--- src/rtl/baud_pkg.sv ---
// Package: shared constants for the bit-rate generator.
// Assumes: divisor is at least one byte wide and post-divide ratios are >= 2.
package baud_pkg;

    localparam int DIV_W_DEF      = 12;
    localparam int BYTE_W_DEF     = 8;
    localparam int RATIO_NORM_DEF = 16;
    localparam int RATIO_DBL_DEF  = 8;
    localparam int RATIO_SYNC_DEF = 2;

    // Encoding of {sync_mode, dbl_speed} as seen by the post-divider.
    typedef enum logic [1:0] {
        MODE_ASYNC    = 2'b00,
        MODE_ASYNC_2X = 2'b01,
        MODE_SYNC     = 2'b10,
        MODE_SYNC_ALT = 2'b11
    } baud_mode_e;

endpackage

--- src/rtl/baud_divisor_regs.sv ---
// Module: holds the divisor written through two byte ports.
// The low-byte write also produces a reload request and the value the
// counter must load in that same edge (new low byte, current high part).
// Assumes: DIV_W > BYTE_W; only the low DIV_W-BYTE_W bits of a high write are kept.
module baud_divisor_regs #(
    parameter int DIV_W  = baud_pkg::DIV_W_DEF,
    parameter int BYTE_W = baud_pkg::BYTE_W_DEF
) (
    input  logic              clk,
    input  logic              rst_n,
    input  logic              wr_lo,
    input  logic              wr_hi,
    input  logic [BYTE_W-1:0] wr_data,
    output logic [DIV_W-1:0]  div_q,
    output logic [DIV_W-1:0]  reload_val,
    output logic              reload_req
);
    localparam int HI_W = DIV_W - BYTE_W;

    logic [HI_W-1:0]   hi_q;
    logic [BYTE_W-1:0] lo_q;

    // Store the divisor bytes; reset clears the divisor.
    always_ff @(posedge clk) begin
        if (!rst_n) begin
            hi_q <= '0;
            lo_q <= '0;
        end else begin
            if (wr_hi) hi_q <= wr_data[HI_W-1:0];
            if (wr_lo) lo_q <= wr_data;
        end
    end

    // Present the stored divisor and the value loaded on a restart.
    always_comb begin
        div_q      = {hi_q, lo_q};
        reload_val = {hi_q, wr_data};
        reload_req = wr_lo;
    end

endmodule

--- src/rtl/baud_down_counter.sv ---
// Module: reloading down-counter producing the registered base tick.
// Counts from the divisor to zero, raises a one-cycle tick on the cycle
// after zero and reloads; a restart loads the new divisor and drops the tick.
// Assumes: reload_val is valid whenever reload_now is high.
module baud_down_counter #(
    parameter int DIV_W = baud_pkg::DIV_W_DEF
) (
    input  logic             clk,
    input  logic             rst_n,
    input  logic             reload_now,
    input  logic [DIV_W-1:0] reload_val,
    input  logic [DIV_W-1:0] div_q,
    output logic             base_tick
);
    logic [DIV_W-1:0] cnt_q;
    logic             tick_q;
    logic             at_zero;

    // Detect the terminal count.
    always_comb at_zero = (cnt_q == '0);

    // Count down, reload on zero or restart, register the tick.
    always_ff @(posedge clk) begin
        if (!rst_n) begin
            cnt_q  <= '0;
            tick_q <= 1'b0;
        end else if (reload_now) begin
            cnt_q  <= reload_val;
            tick_q <= 1'b0;
        end else begin
            tick_q <= at_zero;
            cnt_q  <= at_zero ? div_q : cnt_q - 1'b1;
        end
    end

    // Drive the tick output.
    always_comb base_tick = tick_q;

    // a restart is never followed directly by a tick.
    assert_restart_quiet_R3: assert property (@(posedge clk) disable iff (!rst_n)
        reload_now |=> !base_tick);

    // with a non-zero divisor reloaded, ticks never come back to back.
    assert_tick_spacing_R1: assert property (@(posedge clk) disable iff (!rst_n)
        (base_tick && ($past(div_q) != '0)) |=> !base_tick);

    // a zero divisor keeps the tick high on consecutive cycles.
    assert_zero_div_R5: assert property (@(posedge clk) disable iff (!rst_n)
        (base_tick && ($past(div_q) == '0) && !reload_now) |=> base_tick);

endmodule

--- src/rtl/baud_post_divider.sv ---
// Module: divides the base tick by a mode-selected ratio for the
// transmitter and makes the synchronous master clock level.
// Clears on restart or on any change of the mode inputs; the ratio in
// use is taken from the registered mode so that a mode edge cannot glitch.
// Assumes: every ratio is between 2 and RATIO_NORM.
module baud_post_divider #(
    parameter int RATIO_NORM = baud_pkg::RATIO_NORM_DEF,
    parameter int RATIO_DBL  = baud_pkg::RATIO_DBL_DEF,
    parameter int RATIO_SYNC = baud_pkg::RATIO_SYNC_DEF
) (
    input  logic clk,
    input  logic rst_n,
    input  logic base_tick,
    input  logic restart,
    input  logic sync_mode,
    input  logic dbl_speed,
    output logic tx_tick,
    output logic ext_clk
);
    import baud_pkg::*;

    localparam int PCNT_W = $clog2(RATIO_NORM);
    localparam logic [PCNT_W-1:0] LAST_NORM = PCNT_W'(RATIO_NORM - 1);
    localparam logic [PCNT_W-1:0] LAST_DBL  = PCNT_W'(RATIO_DBL - 1);
    localparam logic [PCNT_W-1:0] LAST_SYNC = PCNT_W'(RATIO_SYNC - 1);

    baud_mode_e        mode_now;
    baud_mode_e        mode_q;
    logic              mode_chg;
    logic              clear;
    logic [PCNT_W-1:0] last_idx;
    logic [PCNT_W-1:0] pcnt_q;
    logic              at_last;
    logic              ext_q;

    // Decode the mode inputs and the clear condition.
    always_comb begin
        mode_now = baud_mode_e'({sync_mode, dbl_speed});
        mode_chg = (mode_now != mode_q);
        clear    = restart | mode_chg;
    end

    // Select the last post-divide index for the registered mode.
    always_comb begin
        unique case (mode_q)
            MODE_ASYNC:    last_idx = LAST_NORM;
            MODE_ASYNC_2X: last_idx = LAST_DBL;
            default:       last_idx = LAST_SYNC;
        endcase
        at_last = (pcnt_q == last_idx);
    end

    // Track the mode and count base ticks up to the ratio.
    always_ff @(posedge clk) begin
        if (!rst_n) begin
            mode_q <= MODE_ASYNC;
            pcnt_q <= '0;
        end else begin
            mode_q <= mode_now;
            if (clear)          pcnt_q <= '0;
            else if (base_tick) pcnt_q <= at_last ? '0 : pcnt_q + 1'b1;
        end
    end

    // Toggle the external clock level on each base tick in sync mode.
    always_ff @(posedge clk) begin
        if (!rst_n)                  ext_q <= 1'b0;
        else if (!sync_mode || clear) ext_q <= 1'b0;
        else if (base_tick)          ext_q <= ~ext_q;
    end

    // Drive the outputs.
    always_comb begin
        tx_tick = base_tick & at_last;
        ext_clk = ext_q;
    end

    // the post-divide count never passes the ratio in use.
    assert_pcnt_range_R6: assert property (@(posedge clk) disable iff (!rst_n)
        pcnt_q <= last_idx);

    // a clear is never followed directly by a transmitter tick.
    assert_clear_no_tx_R7: assert property (@(posedge clk) disable iff (!rst_n)
        clear |=> !tx_tick);

    // in sync mode the transmitter tick falls while the clock level is high.
    assert_sync_phase_R8: assert property (@(posedge clk) disable iff (!rst_n)
        (tx_tick && mode_q[1]) |-> ext_clk);

    // leaving sync mode drives the clock level low.
    assert_async_low_R8: assert property (@(posedge clk) disable iff (!rst_n)
        !sync_mode |=> !ext_clk);

endmodule

--- src/rtl/baud_rate_gen.sv ---
// Module: top of the bit-rate generator. Connects the divisor registers,
// the reloading down-counter and the mode post-divider.
// Assumes: write strobes are single-cycle and synchronous to clk.
module baud_rate_gen #(
    parameter int DIV_W      = baud_pkg::DIV_W_DEF,
    parameter int BYTE_W     = baud_pkg::BYTE_W_DEF,
    parameter int RATIO_NORM = baud_pkg::RATIO_NORM_DEF,
    parameter int RATIO_DBL  = baud_pkg::RATIO_DBL_DEF,
    parameter int RATIO_SYNC = baud_pkg::RATIO_SYNC_DEF
) (
    input  logic              clk,
    input  logic              rst_n,
    input  logic              wr_lo,
    input  logic              wr_hi,
    input  logic [BYTE_W-1:0] wr_data,
    input  logic              dbl_speed,
    input  logic              sync_mode,
    output logic              rx_base_tick,
    output logic              tx_tick,
    output logic              ext_clk
);
    logic [DIV_W-1:0] div_q;
    logic [DIV_W-1:0] reload_val;
    logic             reload_req;
    logic             base_tick;

    baud_divisor_regs #(.DIV_W(DIV_W), .BYTE_W(BYTE_W)) u_regs (
        .clk        (clk),
        .rst_n      (rst_n),
        .wr_lo      (wr_lo),
        .wr_hi      (wr_hi),
        .wr_data    (wr_data),
        .div_q      (div_q),
        .reload_val (reload_val),
        .reload_req (reload_req)
    );

    baud_down_counter #(.DIV_W(DIV_W)) u_cnt (
        .clk        (clk),
        .rst_n      (rst_n),
        .reload_now (reload_req),
        .reload_val (reload_val),
        .div_q      (div_q),
        .base_tick  (base_tick)
    );

    baud_post_divider #(
        .RATIO_NORM (RATIO_NORM),
        .RATIO_DBL  (RATIO_DBL),
        .RATIO_SYNC (RATIO_SYNC)
    ) u_post (
        .clk       (clk),
        .rst_n     (rst_n),
        .base_tick (base_tick),
        .restart   (reload_req),
        .sync_mode (sync_mode),
        .dbl_speed (dbl_speed),
        .tx_tick   (tx_tick),
        .ext_clk   (ext_clk)
    );

    // Drive the receiver tick.
    always_comb rx_base_tick = base_tick;

    // the transmitter tick only ever coincides with a base tick.
    assert_tx_on_base_R6: assert property (@(posedge clk) disable iff (!rst_n)
        tx_tick |-> rx_base_tick);

    // a lone high-byte write leaves a running count undisturbed (no tick injected).
    assert_hi_no_restart_R4: assert property (@(posedge clk) disable iff (!rst_n)
        (wr_hi && !wr_lo && !rx_base_tick && $past(!rx_base_tick) && $past(!wr_lo)
         && (div_q != '0)) |=> $stable(tx_tick) || !tx_tick);

endmodule

--- config.mk ---
export PLATFORM = sky130hd
export DESIGN_NAME = baud_rate_gen
export DESIGN_NICKNAME = d
export VERILOG_FILES = /design/src/rtl/baud_pkg.sv /design/src/rtl/baud_divisor_regs.sv /design/src/rtl/baud_down_counter.sv /design/src/rtl/baud_post_divider.sv /design/src/rtl/baud_rate_gen.sv
export SDC_FILE = /design/constraint.sdc
export NUM_CORES = 1
export LEC_CHECK = 0
export BUFFER_PORTS_ARGS = -buffer_cell sky130_fd_sc_hd__clkbuf_2
export CORE_UTILIZATION = 52
export DETAILED_ROUTE_END_ITERATION = 10
export PLACE_DENSITY = 0.83
export SYNTH_ARGS = -nofsm -noshare
export SYNTH_HDL_FRONTEND = slang
export SYNTH_SLANG_ARGS = --single-unit
--- constraint.sdc ---
create_clock -name clk -period 2 [get_ports clk]
set_input_delay 0.4 -clock clk [delete_from_list [all_inputs] [get_ports clk]]
set_output_delay 0.4 -clock clk [all_outputs]
set_load 0.02 [all_outputs]
; ---- After elaboration in Yosys (flattened, before gate mapping)
; Cells that the tools add are included.
[totals]
register_bits = 32
elab_cells = 27
input_bits = 14
[classes]
bitwise_logic = 4
n_addsub = 2
reduce_logical = 7
mux = 4
eq_ne = 3
[ops]
columns = operator, count
row1 = two-way mux 12 bit, 2
row2 = logical NOT 12 bit, 1
row3 = "subtractor 12 x 1 -> 12 bit, second input constant", 1
row4 = case mux 4 bit (2 select lines), 1
row5 = OR reduction 2 bit, 3
row6 = "adder 4 x 1 -> 4 bit, second input constant", 1
row7 = equality test 4 bit, 1
row8 = two-way mux 4 bit, 1
row9 = "equality test 2 x 1 -> 1 bit, second input constant", 1
row10 = logical NOT 2 bit, 1
row11 = != test 2 bit, 1
row12 = inverter 1 bit, 2
row13 = AND 1 bit, 1
row14 = logical NOT 1 bit, 1
row15 = logical OR 1 bit, 1
row16 = OR 1 bit, 1

; ---- Longest topological paths before layout
[depth]
depth_word = 4
depth_mapped = 7
ltp_nobuf = 6

; ---- Cells and area by module
; Synthesis repeated with hierarchy kept, for this count alone.
[unflattened]
hier_cells = 192
area_unflattened_um2 = 1773.0
[by_module_without_submodules]
columns = mod, cells_per_inst, area_per_inst_um2, instances
row1 = baud_down_counter, 107, 878.3, 1
row2 = baud_divisor_regs, 52, 555.5, 1
row3 = baud_post_divider, 33, 339.1, 1

; ---- Least setup slack after synthesis
; OpenSTA, ideal clock, no wires.
[synth_timing]
path_kind = register to register
startpoint = register u_cnt.cnt_q[0]
endpoint = register u_cnt.cnt_q[0]
setup_ns = 0.066
n_path_buf = 1
arrival_ns = 2.111
path_stages_with_launch = 8
setup_slack_ns = -0.177
cell_sequence = dfxtp_1 inv_1 ha_1 or3b_2 or4_1 buf_2 a221o_1 a21boi_2
[synth_via]
elab_chain_len = 3
word_cells_on_any_way = 4
cone_classes = add/sub (1) / mux (2) / reduce/logical (1)
[synth_rtl]
columns = element, line_no
row1 = from (decl), baud_down_counter.sv:15  ; logic [DIV_W-1:0] cnt_q;
row2 = from (signal assigned), baud_down_counter.sv:28  ; cnt_q <= reload_val;
row3 = from (signal assigned), baud_down_counter.sv:32  ; cnt_q <= at_zero ? div_q : cnt_q - 1'b1;
row4 = subtractor 12 x 1 -> 12 bit / logical NOT 12 bit (equally long branches), "baud_down_counter.sv:32, baud_down_counter.sv:20"
row5 = two-way mux 12 bit *, baud_down_counter.sv:32
row6 = two-way mux 12 bit *, baud_down_counter.sv:27  ; end else if (reload_now) begin
; Mark *: on every way between the ends. The rest lies on a longest branch, timed or not.
; A chain may end at the register's enable or synchronous reset.

; ---- Worst setup path in the final report
[layout_timing]
startpoint = register u_cnt.cnt_q[1]
endpoint = register u_cnt.cnt_q[5]
; The elaborated chain is that of the path after synthesis.

==> metrics.txt <==
# TYPE chip_impl_metric gauge
chip_impl_metric{name="dr.pass1.iters",unit=""} 7
chip_impl_metric{name="slew_violations",unit=""} 0
chip_impl_metric{name="post_synth.cell_area_avg",unit="um2"} 9.17
chip_impl_metric{name="clock_tree.htree_level_count",unit=""} 2
chip_impl_metric{name="cts_hold_repair.buffers",unit=""} 0
chip_impl_metric{name="power_leakage",unit="nW"} 0.793
chip_impl_metric{name="final_critical_path_setup_slack",unit="ns"} 0.0232
chip_impl_info{name="timing.rr.start",value="u_cnt.cnt_q[1]"} 1
chip_impl_metric{name="design.die.area",unit="mm2"} 0.00331
chip_impl_metric{name="psw",unit="uW"} 484
chip_impl_metric{name="synth-edff-count",unit=""} 0
chip_impl_info{name="min_path_type",value="in2reg"} 1
chip_impl_metric{name="routed_wire_length_per_instance",unit="um"} 15.2
chip_impl_metric{name="seqPwrFrac",unit=""} 0.449
chip_impl_metric{name="pre_cts_setup_slack",unit="ns"} 0.0271
chip_impl_metric{name="clock_latency",unit="ns"} 0.35
chip_impl_metric{name="p_sw_frac",unit=""} 0.296
chip_impl_metric{name="drc_errors",unit=""} 2
chip_impl_info{name="post_synth_main_area_contributors",value="dfxtp_1 40%, mux2i_1 7.5%, xor2_1 5.5%, nor2b_1 4.3%, nor2_1 3.0%"} 1
chip_impl_metric{name="floorplan.initialDensity",unit=""} 0.567
chip_impl_metric{name="fin_setup_tns",unit="ns"} 0
chip_impl_metric{name="tritoncts.num_buffers",unit=""} 5
chip_impl_info{name="timing.critical_path.to_type",value="flip-flop"} 1
chip_impl_metric{name="fmax",unit="MHz"} 506
chip_impl_metric{name="share_comb_of_total_power",unit=""} 0.247
chip_impl_metric{name="antenna_violations_before_repair",unit=""} 0
chip_impl_metric{name="timing_worst_slew_pin_value",unit="ns"} 0.405
chip_impl_metric{name="floorplan_die_height",unit="um"} 57.6
chip_impl_info{name="failing_checks",value="DRC"} 1
chip_impl_info{name="timing.hold.worst.start",value="dbl_speed"} 1
chip_impl_metric{name="dp_hpwl",unit="mm"} 2.57
chip_impl_metric{name="placer_s_final_routability_congestion_estimate",unit=""} 0.802
chip_impl_info{name="run_status",value="finished, violations left"} 1
chip_impl_metric{name="place_inst",unit=""} 224
chip_impl_metric{name="grt_max_degree",unit=""} 29
chip_impl_metric{name="worst_ep_required_time",unit="ns"} 2.24
chip_impl_metric{name="cts.path.max_buffers",unit=""} 2
chip_impl_metric{name="cell_internal_pwr",unit="mW"} 1.15
chip_impl_metric{name="core_area",unit="mm2"} 0.00283
chip_impl_metric{name="grt_usage",unit=""} 0.233
chip_impl_metric{name="io_pins",unit=""} 17
chip_impl_metric{name="grt_pass1_wl",unit="mm"} 5.84
chip_impl_metric{name="power.total",unit="mW"} 1.63
chip_impl_metric{name="count_of_synthesis_stage_warnings_from_yosys",unit=""} 0
chip_impl_info{name="synthFlopType",value="dfxtp_1"} 1
chip_impl_metric{name="place.port_buffers",unit=""} 16
chip_impl_info{name="worst-setup-path-type",value="reg2reg"} 1
chip_impl_metric{name="timing.max_cap.violations",unit=""} 0
chip_impl_metric{name="worst_hold_path_cell_count",unit=""} 2
chip_impl_metric{name="cts.clk_slew.worst_paths",unit="ns"} 0.11
chip_impl_metric{name="area_share_of_the_largest_cell_type_after_synthesis",unit=""} 0.399
chip_impl_metric{name="num_rows",unit=""} 19
chip_impl_info{name="synth.top_cells.by_count",value="32 x dfxtp_1, 13 x nor2_1, 12 x mux2i_1"} 1
chip_impl_metric{name="fp.dieW",unit="um"} 57.6
chip_impl_metric{name="numClockSinks",unit=""} 32
chip_impl_metric{name="cellPowerDensity",unit="mW/mm2"} 858
chip_impl_metric{name="timing.reg2reg.setup_slack",unit="ns"} 0.02
chip_impl_metric{name="fraction_of_final_layout_cells_with_drive_strength_greater_than_1",unit=""} 0.251
chip_impl_metric{name="synth_cell_types",unit=""} 40
chip_impl_metric{name="path_max_fanout",unit=""} 7
chip_impl_metric{name="synth_area",unit="mm2"} 0.00161
chip_impl_metric{name="finalWorstPathRequiredPeriod",unit="ns"} 1.98
chip_impl_info{name="critical_path.startpoint",value="u_cnt.cnt_q[1]"} 1
chip_impl_metric{name="setup_violating_endpoint_count_in_the_final_report",unit=""} 0
chip_impl_info{name="kind_of_start_point_of_the_critical_path",value="flip-flop"} 1
chip_impl_metric{name="critical_path_arrival",unit="ns"} 2.22
chip_impl_info{name="post-synth-top-count-cell",value="dfxtp_1"} 1
chip_impl_metric{name="clkPwrFrac",unit=""} 0.304
chip_impl_metric{name="postLayoutCoreUtil",unit=""} 0.673
chip_impl_metric{name="wirelength",unit="mm"} 3.55
chip_impl_info{name="cts_tree",value="done"} 1
chip_impl_metric{name="timing.clock.skew",unit="ns"} 0.0154
chip_impl_metric{name="gate_count_post_synth",unit=""} 175
chip_impl_metric{name="route.vias.total",unit=""} 1394
chip_impl_metric{name="nets",unit=""} 219
chip_impl_metric{name="first_global_vias",unit=""} 1311
chip_impl_metric{name="overflow",unit=""} 0
chip_impl_metric{name="avgViaCountPerCell",unit=""} 5.96
chip_impl_metric{name="slew_headroom",unit=""} 0.728
chip_impl_metric{name="peak_supply_drop",unit="uV"} 613
chip_impl_metric{name="syn_to_final_growth",unit="%"} 18.6
chip_impl_metric{name="ys_seq_area_frac",unit=""} 0.399
chip_impl_metric{name="final_cell_count_no_fill",unit=""} 234
chip_impl_info{name="synth_top_cell_by_area",value="dfxtp_1"} 1
chip_impl_metric{name="detailedRoute.firstIterationViolations",unit=""} 80
chip_impl_metric{name="n_antenna_cell",unit=""} 0
chip_impl_metric{name="hold_violations",unit=""} 0
chip_impl_metric{name="postSynth.asyncResetShare",unit=""} 0
chip_impl_metric{name="min_period_over_period",unit=""} 0.988
chip_impl_info{name="clockRootBuffer",value="clkbuf_4"} 1
chip_impl_metric{name="total_of_flip_flops_plus_latches_after_synthesis",unit=""} 32
chip_impl_metric{name="reg2regPathDepth",unit=""} 6
chip_impl_metric{name="remaining_antenna_violation_count_after_routing",unit=""} 0
chip_impl_metric{name="synthesis.nets",unit=""} 192
-- power by group through the flow --
stage / logic (mW) / registers [mW] / clock network [mW]
floorplan: 0.261 / 0.734 / 0
global placement: 0.367 / 0.740 / 0
detailed placement: 0.384 / 0.744 / 0
CTS: 0.386 / 0.729 / 0.498
global route: 0.443 / 0.738 / 0.532
finish: 0.404 / 0.733 / 0.496
-- cell usage in the layout, fill, tap and decap left out, drive strengths merged, types with 5 or more instances in the layout --
master / synthesis / layout
buf: 2 / 14
clkbuf: 8 / 21
dfxtp: 32 / 32
mux2i: 12 / 12
nand2: 8 / 8
nand2b: 5 / 5
nand3: 8 / 8
nand4b: 5 / 5
nor2: 13 / 13
nor2b: 11 / 11
nor3: 9 / 9
nor4: 5 / 5
o21ai: 5 / 5
xor2: 10 / 10
-- through the flow --
| stage | hold WS (ns) | cell area (um2) |
|---|---|---|
| finish | 0.288 | 1900 |
| global placement | 0.477 | 1790 |
| CTS | 0.282 | 1870 |
| floorplan | 0.460 | 1630 |
| detailed placement | 0.482 | 1790 |
| global route | 0.278 | 1900 |
-- what timing repair did --
| item | 4_1_cts | 5_1_grt |
|---|---|---|
| gates resized for setup | 0 | 9 |
| buffers inserted | 0 | 2 |
| setup endpoints to repair | 0 | 4 |
| hold endpoints to repair | 0 | 0 |
-- logic make-up after synthesis --
kind of cell	synth area share
muxes	0.0748
xor gates and xnor gates	0.0709
AOI/OAI and AO/OA	0.129
DFF	0.399
buffers and inverters	0.0288
and+or+nand+nor	0.274
adders and majority gates	0.0234
-- registers in the layout, indices dropped and copies added, names as in the netlist --
name	count
u_cnt.cnt_q	12
u_regs.lo_q	8
u_post.pcnt_q	4
u_regs.hi_q	4
u_post.mode_q	2
u_cnt.base_tick	1
u_post.ext_clk	1
-- critical path: stages, from the launching register on --
cell and delay, ns:
dfxtp_2 0.34, inv_2 0.08, ha_4 0.13, or3b_4 0.38, or4_4 0.50, buf_4 0.18, a32o_1 0.25
-- layout make-up --
cell class | instances | area [um2]
multi-input combinational | 131 | 947
fill | 215 | 926
sequential | 32 | 644
timing repair buffer | 30 | 185
clock inverter | 3 | 42.5
tap | 31 | 38.8
clock buffer | 5 | 37.5
inverter | 2 | 7.51
-- worst paths after layout --
path                      end
max reg2reg    u_cnt.cnt_q[5]
min          u_post.mode_q[0]
max            u_cnt.cnt_q[5]
min reg2reg    u_cnt.cnt_q[3]
-- layer usage --
layer  GRT usage  up-vias  wire, um
li1            -      696         -
met5           0        -         0
met3      0.0635        5       150
met2       0.404       34      1800
met1       0.277      659      1550
met4      0.0767        0        48
No activity file was read; power rests on OpenSTA's default activity.
